<file path="src/rtl/pgdram_pkg.sv">
`timescale 1ns/1ps
package pgdram_pkg;

   typedef enum logic [2:0] {
      ST_CLOSED,
      ST_RAS,
      ST_RCD,
      ST_CSET,
      ST_CAS,
      ST_OPEN
   } ctl_st_e;

   // Nanoseconds to clock cycles, rounded up.
   function automatic int ns_to_cyc(input int ns, input int clk_ns);
      return (ns + clk_ns - 1) / clk_ns;
   endfunction

endpackage

</file>
<file path="src/rtl/pgdram_gap_timer.sv">
`timescale 1ns/1ps
module pgdram_gap_timer #(
   parameter int W = 4
) (
   input  logic         clk,
   input  logic         rst_n,
   input  logic         start,
   input  logic [W-1:0] val,
   output logic         expired
);
   logic [W-1:0] cnt;

   always_ff @(posedge clk or negedge rst_n) begin
      if (!rst_n)          cnt <= '0;
      else if (start)      cnt <= val;
      else if (cnt != '0)  cnt <= cnt - 1'b1;
   end

   assign expired = (cnt == '0);
endmodule

</file>
<file path="src/rtl/pgdram_row_track.sv">
`timescale 1ns/1ps
module pgdram_row_track #(
   parameter int ROW_W = 9
) (
   input  logic             clk,
   input  logic             rst_n,
   input  logic             open_set,
   input  logic             close,
   input  logic [ROW_W-1:0] row_in,
   input  logic [ROW_W-1:0] req_row,
   output logic             hit
);
   logic             open_q;
   logic [ROW_W-1:0] row_q;

   always_ff @(posedge clk or negedge rst_n) begin
      if (!rst_n) begin
         open_q <= 1'b0;
         row_q  <= '0;
      end else if (close) begin
         open_q <= 1'b0;
      end else if (open_set) begin
         open_q <= 1'b1;
         row_q  <= row_in;
      end
   end

   assign hit = open_q && (row_q == req_row);
endmodule

</file>
<file path="src/rtl/pgdram_ctrl.sv">
`timescale 1ns/1ps
module pgdram_ctrl
   import pgdram_pkg::*;
#(
   parameter int ROW_W     = 9,
   parameter int COL_W     = 9,
   parameter int DATA_W    = 8,
   parameter int CLK_NS    = 20,
   parameter int T_RC_NS   = 110,
   parameter int T_RAC_NS  = 60,
   parameter int T_CAC_NS  = 15,
   parameter int T_PC_NS   = 40,
   parameter int T_RP_NS   = 50
) (
   input  logic                   clk,
   input  logic                   rst_n,
   input  logic                   req_valid,
   output logic                   req_ready,
   input  logic                   req_write,
   input  logic [ROW_W+COL_W-1:0] req_addr,
   input  logic [DATA_W-1:0]      req_wdata,
   output logic                   rsp_valid,
   output logic [DATA_W-1:0]      rsp_rdata,
   input  logic                   refresh_req,
   output logic                   ras_n,
   output logic                   cas_n,
   output logic                   we_n,
   output logic                   oe_n,
   output logic [((ROW_W > COL_W) ? ROW_W : COL_W)-1:0] ma,
   output logic [DATA_W-1:0]      dq_out,
   output logic                   dq_oe,
   input  logic [DATA_W-1:0]      dq_in
);
   localparam int MA_W   = (ROW_W > COL_W) ? ROW_W : COL_W;
   localparam int RC_CY  = ns_to_cyc(T_RC_NS, CLK_NS);
   localparam int RP_CY  = ns_to_cyc(T_RP_NS, CLK_NS);
   localparam int PC_CY  = ns_to_cyc(T_PC_NS, CLK_NS);
   localparam int CAC_CY = ns_to_cyc(T_CAC_NS, CLK_NS);
   localparam int RCD_CY = ns_to_cyc(T_RAC_NS - T_CAC_NS, CLK_NS);
   localparam int MAX_A  = (RC_CY > RP_CY) ? RC_CY : RP_CY;
   localparam int MAX_B  = (PC_CY > CAC_CY) ? PC_CY : CAC_CY;
   localparam int MAX_C  = (MAX_A > MAX_B) ? MAX_A : MAX_B;
   localparam int MAX_CY = (MAX_C > RCD_CY) ? MAX_C : RCD_CY;
   localparam int CNT_W  = $clog2(MAX_CY + 1);
   localparam int N_TMR  = 3;
   localparam int TI_RC  = 0;
   localparam int TI_RP  = 1;
   localparam int TI_PC  = 2;

   // Elaboration-time parameter checks
   if (ROW_W < 1 || COL_W < 1 || DATA_W < 1) begin : g_bad_width
      $error("pgdram_ctrl: widths must be positive");
   end
   if (CLK_NS < 1) begin : g_bad_clk
      $error("pgdram_ctrl: clock period must be positive");
   end
   if (T_RAC_NS <= T_CAC_NS || T_CAC_NS < 1) begin : g_bad_acc
      $error("pgdram_ctrl: row access time must exceed column access time");
   end
   if (T_RC_NS < 1 || T_PC_NS < 1 || T_RP_NS < 1) begin : g_bad_cyc
      $error("pgdram_ctrl: cycle and precharge times must be positive");
   end

   ctl_st_e              st;
   logic [CNT_W-1:0]     wcnt;
   logic [COL_W-1:0]     lat_col;
   logic                 lat_write;
   logic [DATA_W-1:0]    lat_wdata;
   logic [ROW_W-1:0]     req_row;
   logic [COL_W-1:0]     req_col;
   logic                 hit;
   logic                 accept;
   logic                 ev_ras_fall, ev_ras_rise, ev_cas_fall;
   logic [N_TMR-1:0]     tmr_start, tmr_done;
   logic [CNT_W-1:0]     tmr_val [N_TMR];

   assign req_row = req_addr[ROW_W+COL_W-1:COL_W];
   assign req_col = req_addr[COL_W-1:0];

   assign req_ready = !refresh_req &&
                      ((st == ST_CLOSED) || (st == ST_OPEN && hit));
   assign accept    = req_valid && req_ready;

   assign ev_ras_fall = (st == ST_RAS) && tmr_done[TI_RC] && tmr_done[TI_RP];
   assign ev_ras_rise = (st == ST_OPEN) && (refresh_req || (req_valid && !hit));
   assign ev_cas_fall = (st == ST_CSET) && tmr_done[TI_PC];

   assign tmr_start[TI_RC] = ev_ras_fall;
   assign tmr_start[TI_RP] = ev_ras_rise;
   assign tmr_start[TI_PC] = ev_cas_fall;
   assign tmr_val[TI_RC]   = CNT_W'(RC_CY - 1);
   assign tmr_val[TI_RP]   = CNT_W'(RP_CY - 1);
   assign tmr_val[TI_PC]   = CNT_W'(PC_CY - 1);

   for (genvar g = 0; g < N_TMR; g++) begin : g_tmr
      pgdram_gap_timer #(.W(CNT_W)) u_tmr (
         .clk     (clk),
         .rst_n   (rst_n),
         .start   (tmr_start[g]),
         .val     (tmr_val[g]),
         .expired (tmr_done[g])
      );
   end

   pgdram_row_track #(.ROW_W(ROW_W)) u_rows (
      .clk      (clk),
      .rst_n    (rst_n),
      .open_set (accept && (st == ST_CLOSED)),
      .close    (ev_ras_rise),
      .row_in   (req_row),
      .req_row  (req_row),
      .hit      (hit)
   );

   always_ff @(posedge clk or negedge rst_n) begin
      if (!rst_n) begin
         st        <= ST_CLOSED;
         ras_n     <= 1'b1;
         cas_n     <= 1'b1;
         we_n      <= 1'b1;
         oe_n      <= 1'b1;
         ma        <= '0;
         dq_out    <= '0;
         dq_oe     <= 1'b0;
         rsp_valid <= 1'b0;
         rsp_rdata <= '0;
         wcnt      <= '0;
         lat_col   <= '0;
         lat_write <= 1'b0;
         lat_wdata <= '0;
      end else begin
         rsp_valid <= 1'b0;
         if (wcnt != '0) wcnt <= wcnt - 1'b1;
         unique case (st)
            ST_CLOSED: if (accept) begin
               ma        <= MA_W'(req_row);
               lat_col   <= req_col;
               lat_write <= req_write;
               lat_wdata <= req_wdata;
               st        <= ST_RAS;
            end
            ST_RAS: if (ev_ras_fall) begin
               ras_n <= 1'b0;
               wcnt  <= CNT_W'(RCD_CY - 1);
               st    <= ST_RCD;
            end
            ST_RCD: if (wcnt == '0) begin
               ma     <= MA_W'(lat_col);
               we_n   <= !lat_write;
               oe_n   <= lat_write;
               dq_oe  <= lat_write;
               dq_out <= lat_wdata;
               st     <= ST_CSET;
            end
            ST_CSET: if (ev_cas_fall) begin
               cas_n <= 1'b0;
               wcnt  <= CNT_W'(CAC_CY - 1);
               st    <= ST_CAS;
            end
            ST_CAS: if (wcnt == '0) begin
               cas_n <= 1'b1;
               we_n  <= 1'b1;
               oe_n  <= 1'b1;
               dq_oe <= 1'b0;
               if (!lat_write) begin
                  rsp_valid <= 1'b1;
                  rsp_rdata <= dq_in;
               end
               st <= ST_OPEN;
            end
            ST_OPEN: begin
               if (ev_ras_rise) begin
                  ras_n <= 1'b1;
                  st    <= ST_CLOSED;
               end else if (accept) begin
                  ma        <= MA_W'(req_col);
                  we_n      <= !req_write;
                  oe_n      <= req_write;
                  dq_oe     <= req_write;
                  dq_out    <= req_wdata;
                  lat_write <= req_write;
                  st        <= ST_CSET;
               end
            end
            default: st <= ST_CLOSED;
         endcase
      end
   end
endmodule

</file>
<file path="config.mk">
export PLATFORM = sky130hd
export DESIGN_NAME = pgdram_ctrl
export DESIGN_NICKNAME = d
export VERILOG_FILES = /design/src/rtl/pgdram_pkg.sv /design/src/rtl/pgdram_gap_timer.sv /design/src/rtl/pgdram_row_track.sv /design/src/rtl/pgdram_ctrl.sv
export SDC_FILE = /design/constraint.sdc
export NUM_CORES = 1
export LEC_CHECK = 0
export BUFFER_PORTS_ARGS = -buffer_cell sky130_fd_sc_hd__buf_2
export CAP_MARGIN = 20
export CORE_MARGIN = 1
export CORE_UTILIZATION = 36
export DETAILED_ROUTE_END_ITERATION = 16
export PLACE_DENSITY = 0.68
export RECOVER_POWER = 50
export SLEW_MARGIN = 10
export SYNTH_ARGS = -nofsm -noshare
export SYNTH_HDL_FRONTEND = slang
export SYNTH_SLANG_ARGS = --single-unit
</file>
<file path="constraint.sdc">
create_clock -name clk -period 2.51 [get_ports clk]
set_input_delay 0.1255 -clock clk [delete_from_list [all_inputs] [get_ports clk]]
set_output_delay 0.1255 -clock clk [all_outputs]
set_load 0.05 [all_outputs]
</file>
==> flow_summary.yaml, run 1 <==
outcome:
  status: "finished, violations left"
  violations: "max-capacitance violations, max-slew violations"
route:
  ant_nets: 0
  drc: 0
  first_pass_iters: 4
  routedWlPerCell_um: 14.73
  vias_per_cell: 5.232
  wirelength_um: 8826
  drt_iter0_drc: 159
  num_vias: 3134
place:
  portBuffers: 70
  place_congestion: 0.7515
  dp_hpwl_um: 6005
  place_ws_ns: 0.2425
setup_path:
  cp.required_ns: 2.38
  critPathArrivalTime_ns: 2.25
  slowest_stage: "dfrtp_1"
  critPathMaxStageDelay_ns: 0.40
  r2r_cells: 5
  crit_chain: "xnor2_1 -> nand4_1 -> nor4_1 -> buf_4 -> a21oi_1 -> nor3_1 -> buf_2"
  critPathTopFamily: "simple AND/OR/NAND/NOR gates"
  worstPathBufferInverterCount: 2
  critPathCapture: "req_ready"
  cp_num_cells: 7
  end_kind: "output pin"
  crit_start: "u_rows.row_q[7]"
  crit_type: "reg -> out"
  worstPathMaxFanout: 3
  startpoint_type: "flop"
  rrSetupSlack_ns: 0.25
  r2r-end: "ma[8]"
  r2r-start: "u_rows.row_q[7]"
grt:
  grt_pass1_wl_um: 15270
  grt-ovfl-total: 0
  track_usage_pct: 17.23
  grt_util_met1_pct: 22.53
  grt_pass1_vias: 3177
  met2_usage_pct: 28.01
  grt_max_degree: 75
  antenna_found_initial: 0
  use_met3_pct: 3.711
  globalRoute.busiestLayer: "met2"
power:
  p_int_w: 0.003364
  power.switching_w: 0.002683
  clkPwrFrac_pct: 16.2
  power_per_cell_area_nw_per_um2: 1293
  p_comb_share_pct: 49.0
  vdd.ir_drop.worst_mv: 0.5882
  switching_share_pct: 44.37
  p_seq_share_pct: 34.8
  leakage_nw: 2.083
logic_synthesis:
  ys_types: 52
  syn_avg_cell_area_um2: 10.35
  yosysSeqAreaShare_pct: 48.12
  ys_seq_elements: 74
  netlist_area_um2: 3859
  async_flop_share_pct: 100.0
  synth_ff_type: "dfrtp_1"
  synthesis.instances: 373
  synth-edff-count: 0
  yosys_warnings: 0
  syn_nets: 420
floorplan:
  rows: 37
  core_area_um2: 10370
  die_h_um: 105.5
  die_x_um: 105.5
  die_area_um2: 11140
  initial_core_util_pct: 37.21
  num_io_pins: 71
final_layout:
  syn2layout_area_growth_pct: 21.24
  final_nets: 505
  final_cell_mix: "dfrtp_1, nand2_1, buf_2"
  insertedDiodeCount: 0
  drive_gt1_share_pct: 26.13
  final_common_cell: "dfrtp_1"
sta:
  setup_slack_ns: 0.1340
  slew_violations: 75
  fin_setup_tns_ns: 0
  finalHoldViolCount: 0
  fin_skew_ns: 0.01308
  rsz0062_at_grt: "no"
  worstMarginPinSlew_ns: 1.854
  clock.fmax_ghz: 0.4209
  post-route-period-util_pct: 94.66
  fin_crit_ns: 2.376
  maxSlewHeadroom_pct: -23.58
  setup_violations: 0
cts:
  clk_latency_ns: 0.35
  numCtsBuffers: 9
  clk_pin_slew_ns: 0.09
  cts_tree: "done"
  cts_buffer_depth: 2
  clock-sinks: 74
  cts_resized: 0
  htreeDepth: 3
  postCtsSetupRepairBufs: 0
  cts_root_buffer: "clkbuf_8"
min_path:
  hp-class: "in -> reg"
flow_run:
  maxCapViolations: 1
==> worst reg2reg max path, stage by stage, from the launching register on <==
cell	delay (ns)
dfrtp_1	0.40
xnor2_1	0.18
nand4_1	0.17
or3_4	0.44
o311a_1	0.60
mux2_4	0.38
==> worst min-delay path by stage <==
stage | from | end | cells after the start
final | req_addr[3] | lat_col[3] | 2
after global routing | req_addr[5] | lat_col[5] | 2
after CTS | req_addr[3] | lat_col[3] | 2
after detailed placement | dq_in[6] | rsp_rdata[6] | 3
after global placement | dq_in[3] | rsp_rdata[3] | 3
after floorplan | rst_n | dq_oe | 0
==> area by class of cell <==
| type | count | area [µm²] |
|---|---|---|
| inverter | 15 | 56.30 |
| clock inverter | 7 | 82.58 |
| clock buffer | 9 | 123.9 |
| sequential | 74 | 1857 |
| fill | 1012 | 5692 |
| tap | 136 | 170.2 |
| timing repair buffer | 93 | 529.3 |
| multi-input combinational | 265 | 1859 |
==> synthesized netlist by cell type, drive strengths merged, types with 10 or more instances <==
library cell	instances	area share, %
o21ai	13	1.7
dfrtp	70	45
nor2	21	2.0
xnor2	11	2.5
mux2i	10	2.6
o22ai	10	1.6
nand2	63	6.2
a21oi	16	2.1
clkbuf	10	1.1
inv	14	1.4
mux2	37	12
o211ai	11	2.1
==> layer usage <==
| metal | vias up | wire length (µm) | part of all wire, % |
|---|---|---|---|
| li1 | 1499 | - | - |
| met4 | 0 | 102 | 1.2 |
| met3 | 12 | 378 | 4.3 |
| met1 | 1556 | 4095 | 46 |
| met2 | 67 | 4249 | 48 |
| met5 | - | 0 | 0 |
==> per-stage QoR <==
stage	power [W]	hold slack, ns	instances	utilization [%]	area [µm²]
2_1_floorplan	0.004418	-0.1701	373	-	3859
3_3_place_gp	0.005012	0.3160	572	42.41	4398
3_5_place_dp	0.005133	0.3226	572	42.41	4398
4_1_cts	0.006138	0.0006405	598	45.37	4705
5_1_grt	0.006485	0.003206	599	45.11	4678
6_report	0.006047	0.01581	599	45.11	4678
==> state kept, by name, indices dropped and copies added (netlist names) <==
register / count
rsp_valid: 1
we_n: 1
oe_n: 1
ma: 9
lat_col: 9
dq_oe: 1
lat_wdata: 8
cas_n: 1
dq_out: 8
ras_n: 1
g_tmr.u_tmr.cnt: 9
wcnt: 3
u_rows.open_q: 1
lat_write: 1
u_rows.row_q: 9
rsp_rdata: 8
st: 3
==> cell families (layout without fill, tap and decap cells) <==
family,Yosys count,count (layout),share of synthesized area (%)
compound gates,80,80,13.98
xor+xnor,12,12,2.724
fa+ha+maj,8,8,2.594
buf+inv,34,124,3.859
flops,74,74,48.12
mux,47,47,14.27
simple gates,118,118,14.46
==> power by group through the flow <==
stage | logic (W) | clock network (W) | registers, W
finish | 0.00296 | 0.000980 | 0.00211
global route | 0.00325 | 0.00105 | 0.00218
CTS | 0.00303 | 0.00100 | 0.00210
detailed placement | 0.00301 | 0 | 0.00212
global placement | 0.00292 | 0 | 0.00209
floorplan | 0.00168 | 0 | 0.00274
==> what timing repair did <==
action                     in CTS  in global routing
setup endpoints to repair       0                  0
hold buffers                   10                  1
hold endpoints to repair       79                  1
Note: power is estimated with default switching activity, not from simulation.
==> inputs of run 2 (changes only) <==
--- a/config.mk
+++ b/config.mk
@@ -12,6 +12,7 @@
 export DETAILED_ROUTE_END_ITERATION = 16
 export PLACE_DENSITY = 0.68
 export RECOVER_POWER = 50
+export SETUP_SLACK_MARGIN = 0.3
 export SLEW_MARGIN = 10
 export SYNTH_ARGS = -nofsm -noshare
 export SYNTH_HDL_FRONTEND = slang
==> flow_summary.yaml, run 2 (synthesized netlist as in run 1, its figures left out) <==
outcome:
  status: "finished, violations left"
  violations: "max-capacitance violations, max-slew violations"
sta:
  clock.fmax_ghz: 0.4624
  slew_violations: 75
  rsz0062_at_grt: "yes"
  fin_skew_ns: 0.01168
  fin_setup_tns_ns: 0
  post-route-period-util_pct: 86.15
  worstMarginPinSlew_ns: 1.867
  hold_slack_ns: 0.01907
  fin_crit_ns: 2.162
  maxSlewHeadroom_pct: -24.46
  setup_violations: 0
  finalHoldViolCount: 0
power:
  power_per_cell_area_nw_per_um2: 1303
  vdd.ir_drop.worst_mv: 0.5777
  p_comb_share_pct: 47.0
  leakage_nw: 2.139
  power.switching_w: 0.002665
  p_seq_share_pct: 34.9
  p_int_w: 0.003583
  switching_share_pct: 42.65
  finalPower_w: 0.006248
  clkPwrFrac_pct: 18.0
setup_path:
  worstPathMaxFanout: 2
  crit_chain: "xnor2_1 -> nand4_2 -> nor4_2 -> buf_4 -> a21oi_2 -> nor3_2 -> buf_6"
  end_kind: "output pin"
  cp.required_ns: 2.38
  critPathArrivalTime_ns: 2.04
  critPathMaxStageDelay_ns: 0.40
  slowest_stage: "dfrtp_1"
  crit_type: "reg -> out"
  startpoint_type: "flop"
grt:
  met2_usage_pct: 26.97
  antenna_found_initial: 1
  grt_pass1_wl_um: 14610
  grt_max_degree: 75
  track_usage_pct: 16.68
  grt_pass1_vias: 3041
  globalRoute.busiestLayer: "met2"
  grt-ovfl-total: 0
  use_met3_pct: 4.267
  grt_util_met1_pct: 21.91
final_layout:
  drive_gt1_share_pct: 28.76
  final_util_pct: 46.22
  multi_input_area_um2: 1916
  seq_area_um2: 1857
  nFillCells: 998
  final_cell_mix: "dfrtp_1, nand2_1, buf_2"
  final_common_cell: "dfrtp_1"
  final_nets: 509
  syn2layout_area_growth_pct: 24.22
route:
  vias_per_cell: 5.103
  drc: 0
  first_pass_iters: 4
  drt_iter0_drc: 123
  num_vias: 3077
  wirelength_um: 8834
  ant_nets: 0
  routedWlPerCell_um: 14.65
min_path:
  hp-class: "in -> reg"
floorplan:
  rows: 37
  core_area_um2: 10370
  die_x_um: 105.5
  num_io_pins: 71
  die_area_um2: 11140
  die_h_um: 105.5
  initial_core_util_pct: 37.21
cts:
  htreeDepth: 3
  cts_buffer_depth: 2
  numCtsBuffers: 9
  clk_pin_slew_ns: 0.09
  clk_latency_ns: 0.35
  cts_tree: "done"
  clock-sinks: 74
  cts_root_buffer: "clkbuf_8"
flow_run:
  maxCapViolations: 1
place:
  place_congestion: 0.7636
  dp_hpwl_um: 6070
  portBuffers: 70
==> run 2: worst max-delay path, delay by kind of cell, from the launching register on <==
family / cells / cell delay (ns)
xor+xnor: 1 / 0.20
buf+inv: 2 / 0.36
compound gates: 1 / 0.06
flops: 1 / 0.40
simple gates: 3 / 0.67
==> run 2: stage by stage <==
step	worst slack, ns	instance area, µm²	cells
floorplan	0.5434	3864	373
CTS	0.2664	4741	598
global placement	0.3195	4398	573
finish	0.3476	4793	603
detailed placement	0.2381	4398	573
global route	0.1703	4793	603
==> run 2: path summary, 6_finish.rpt <==
check,from,endpoint,slack (ns),depth (start not counted)
setup / recovery,u_rows.row_q[2],req_ready,0.35,7
hold / removal,req_addr[4],lat_col[4],0.02,2
setup reg to reg,u_rows.row_q[2],ma[5],0.38,6
hold reg to reg,ras_n,ras_n,0.47,2
max in group asynchronous,rst_n,g_tmr[0].u_tmr.cnt[2],0.59,2
min in group asynchronous,rst_n,dq_out[0],0.82,2
==> run 2: repair_timing <==
| item | CTS | global route |
|---|---|---|
| setup buffers | 0 | 3 |
| gates resized for setup | 2 | 10 |
| cloned | 0 | 0 |
| hold buffers | 10 | 1 |
| pin swaps | 0 | 8 |
| endpoints found under the setup margin | 10 | 14 |
| endpoints found under the hold margin | 79 | 1 |
==> run 2: routing by layer <==
layer	vias up	wire length, µm
met5	-	0
met4	0	57
met3	7	355
met2	78	4383
met1	1493	4037
li1	1499	-
==> run 2: power groups by stage <==
stage	Sequential, W	Clock (W)	Combinational (W)
after global routing	0.00227	0.00121	0.00321
after CTS	0.00217	0.00115	0.00296
after floorplan	0.00274	0	0.00168
final	0.00218	0.00113	0.00294
after global placement	0.00216	0	0.00284
after detailed placement	0.00219	0	0.00294
==> run 2: layout make-up <==
class	instances	share of cell area [%]
inverter	15	1.175
tap	136	3.550
timing repair buffer	97	11.54
antenna	1	0.05221
clock inverter	6	2.401
sequential	74	38.74
clock buffer	9	2.584
multi-input combinational	265	39.96
==> inputs of run 3 (changes only) <==
--- a/config.mk
+++ b/config.mk
@@ -8,9 +8,9 @@
 export BUFFER_PORTS_ARGS = -buffer_cell sky130_fd_sc_hd__buf_2
 export CAP_MARGIN = 20
 export CORE_MARGIN = 1
-export CORE_UTILIZATION = 36
+export CORE_UTILIZATION = 56
 export DETAILED_ROUTE_END_ITERATION = 16
-export PLACE_DENSITY = 0.68
+export PLACE_DENSITY = 0.92
 export RECOVER_POWER = 50
 export SETUP_SLACK_MARGIN = 0.3
 export SLEW_MARGIN = 10
==> flow_summary.yaml, run 3 (synthesized netlist as in run 1, its figures left out) <==
setup_path:
  cp.required_ns: 2.38
  crit_chain: "xnor2_1 -> nand4_1 -> nor4_4 -> a21oi_1 -> nor3_2 -> buf_2"
  worstPathMaxFanout: 3
  startpoint_type: "flop"
  slowest_stage: "dfrtp_1"
  crit_type: "reg -> out"
  critPathMaxStageDelay_ns: 0.39
  rrSetupSlack_ns: 0.37
  critPathArrivalTime_ns: 2.07
  end_kind: "output pin"
route:
  num_vias: 3291
  ant_nets: 0
  drc: 0
  routedWlPerCell_um: 17.53
  first_pass_iters: 5
  vias_per_cell: 6.128
  wirelength_um: 9416
  drt_iter0_drc: 274
sta:
  finalHoldViolCount: 0
  rsz0062_at_grt: "yes"
  fin_crit_ns: 2.193
  post-route-period-util_pct: 87.37
  fin_setup_tns_ns: 0
  maxSlewHeadroom_pct: -4.908
  fin_skew_ns: 0.01509
  slew_violations: 28
  clock.fmax_ghz: 0.4560
  worstMarginPinSlew_ns: 1.574
  setup_violations: 0
final_layout:
  drive_gt1_share_pct: 27.61
  final_cell_mix: "dfrtp_1, nand2_1, buf_2"
  nFillCells: 453
  multi_input_area_um2: 1901
  insertedDiodeCount: 0
  final_common_cell: "dfrtp_1"
  final_nets: 502
  seq_area_um2: 1858
  syn2layout_area_growth_pct: 19.88
power:
  finalPower_w: 0.006193
  power_per_cell_area_nw_per_um2: 1339
  leakage_nw: 2.102
  vdd.ir_drop.worst_mv: 0.7744
cts:
  cts_tree: "done"
  cts_root_buffer: "clkbuf_8"
  postCtsSetupRepairBufs: 0
  cts_buffer_depth: 2
  clock-sinks: 74
  clk_pin_slew_ns: 0.09
  numCtsBuffers: 9
  htreeDepth: 3
  clk_latency_ns: 0.35
grt:
  grt_pass1_wl_um: 15350
  grt-ovfl-total: 0
  track_usage_pct: 27.13
  grt_pass1_vias: 3369
  grt_max_degree: 48
  antenna_found_initial: 0
floorplan:
  die_x_um: 85.01
  die_area_um2: 7227
  num_io_pins: 71
  core_area_um2: 6495
  die_h_um: 85.01
  initial_core_util_pct: 59.41
  rows: 29
outcome:
  violations: "max-capacitance violations, max-slew violations"
  status: "finished, violations left"
flow_run:
  maxCapViolations: 1
place:
  dp_hpwl_um: 6233
  place_congestion: 0.8244
  portBuffers: 70
min_path:
  hp-class: "in -> reg"
-- run 3: final cells by class --
cell class	instances	share of cell area, %
Multi-Input combinational cell	265	41.09
Sequential cell	74	40.17
Timing Repair Buffer	90	10.90
Clock buffer	11	2.840
Tap cell	77	2.083
Clock inverter	5	1.704
Inverter	15	1.217
-- run 3: final timing paths --
check,from,endpoint,cells after the start
worst min-delay path,req_write,we_n,2
worst max-delay path,u_rows.row_q[0],req_ready,6
max in group asynchronous,rst_n,st[2],2
min in group asynchronous,rst_n,dq_out[5],2
worst max register to register,u_rows.row_q[0],ma[3],5
worst min register to register,g_tmr[2].u_tmr.cnt[0],g_tmr[2].u_tmr.cnt[0],1
-- run 3: through the flow --
step	hold WS [ns]	setup WS, ns	area, µm²	std cells	util, %
floorplan	-0.1701	0.5434	3864	373	-
global placement	0.1887	0.3241	4319	512	66.50
detailed placement	0.1882	0.2645	4319	512	66.50
CTS	0.003586	0.3038	4628	537	71.26
global route	0.02349	0.2134	4626	537	71.22
finish	0.02258	0.3169	4626	537	71.22
-- run 3: worst max-delay path: cells and delay by family, from the launching register on --
kind	cells	cell delay, ns
and+or+nand+nor	3	0.72
AOI/OAI and AO/OA	1	0.15
xor gates and xnor gates	1	0.19
buffers and inverters	1	0.29
DFF	1	0.39
-- run 3: report_power, final --
| group | switching [W] | total (W) | leakage [nW] | internal (W) |
|---|---|---|---|---|
| combinational | 0.00187 | 0.00299 | 1.13 | 0.00112 |
| clock | 0.000433 | 0.000992 | 0.107 | 0.000559 |
| sequential | 0.000444 | 0.00221 | 0.866 | 0.00177 |
| total | 0.00274 | 0.00619 | 2.10 | 0.00345 |
-- run 3: metal layers --
layer  wire (µm)  track usage (%)  vias up
li1            -                -     1488
met1        3692            32.51     1624
met2        4945            47.87      155
met3         630            4.961       24
met4         146            11.86        0
met5           0                0        -
-- run 3: timing repair --
action	in CTS	in global routing
pin swaps	0	2
hold endpoints to repair	32	0
endpoints found under the setup margin	10	22
hold buffers	9	0
resized for setup	3	5
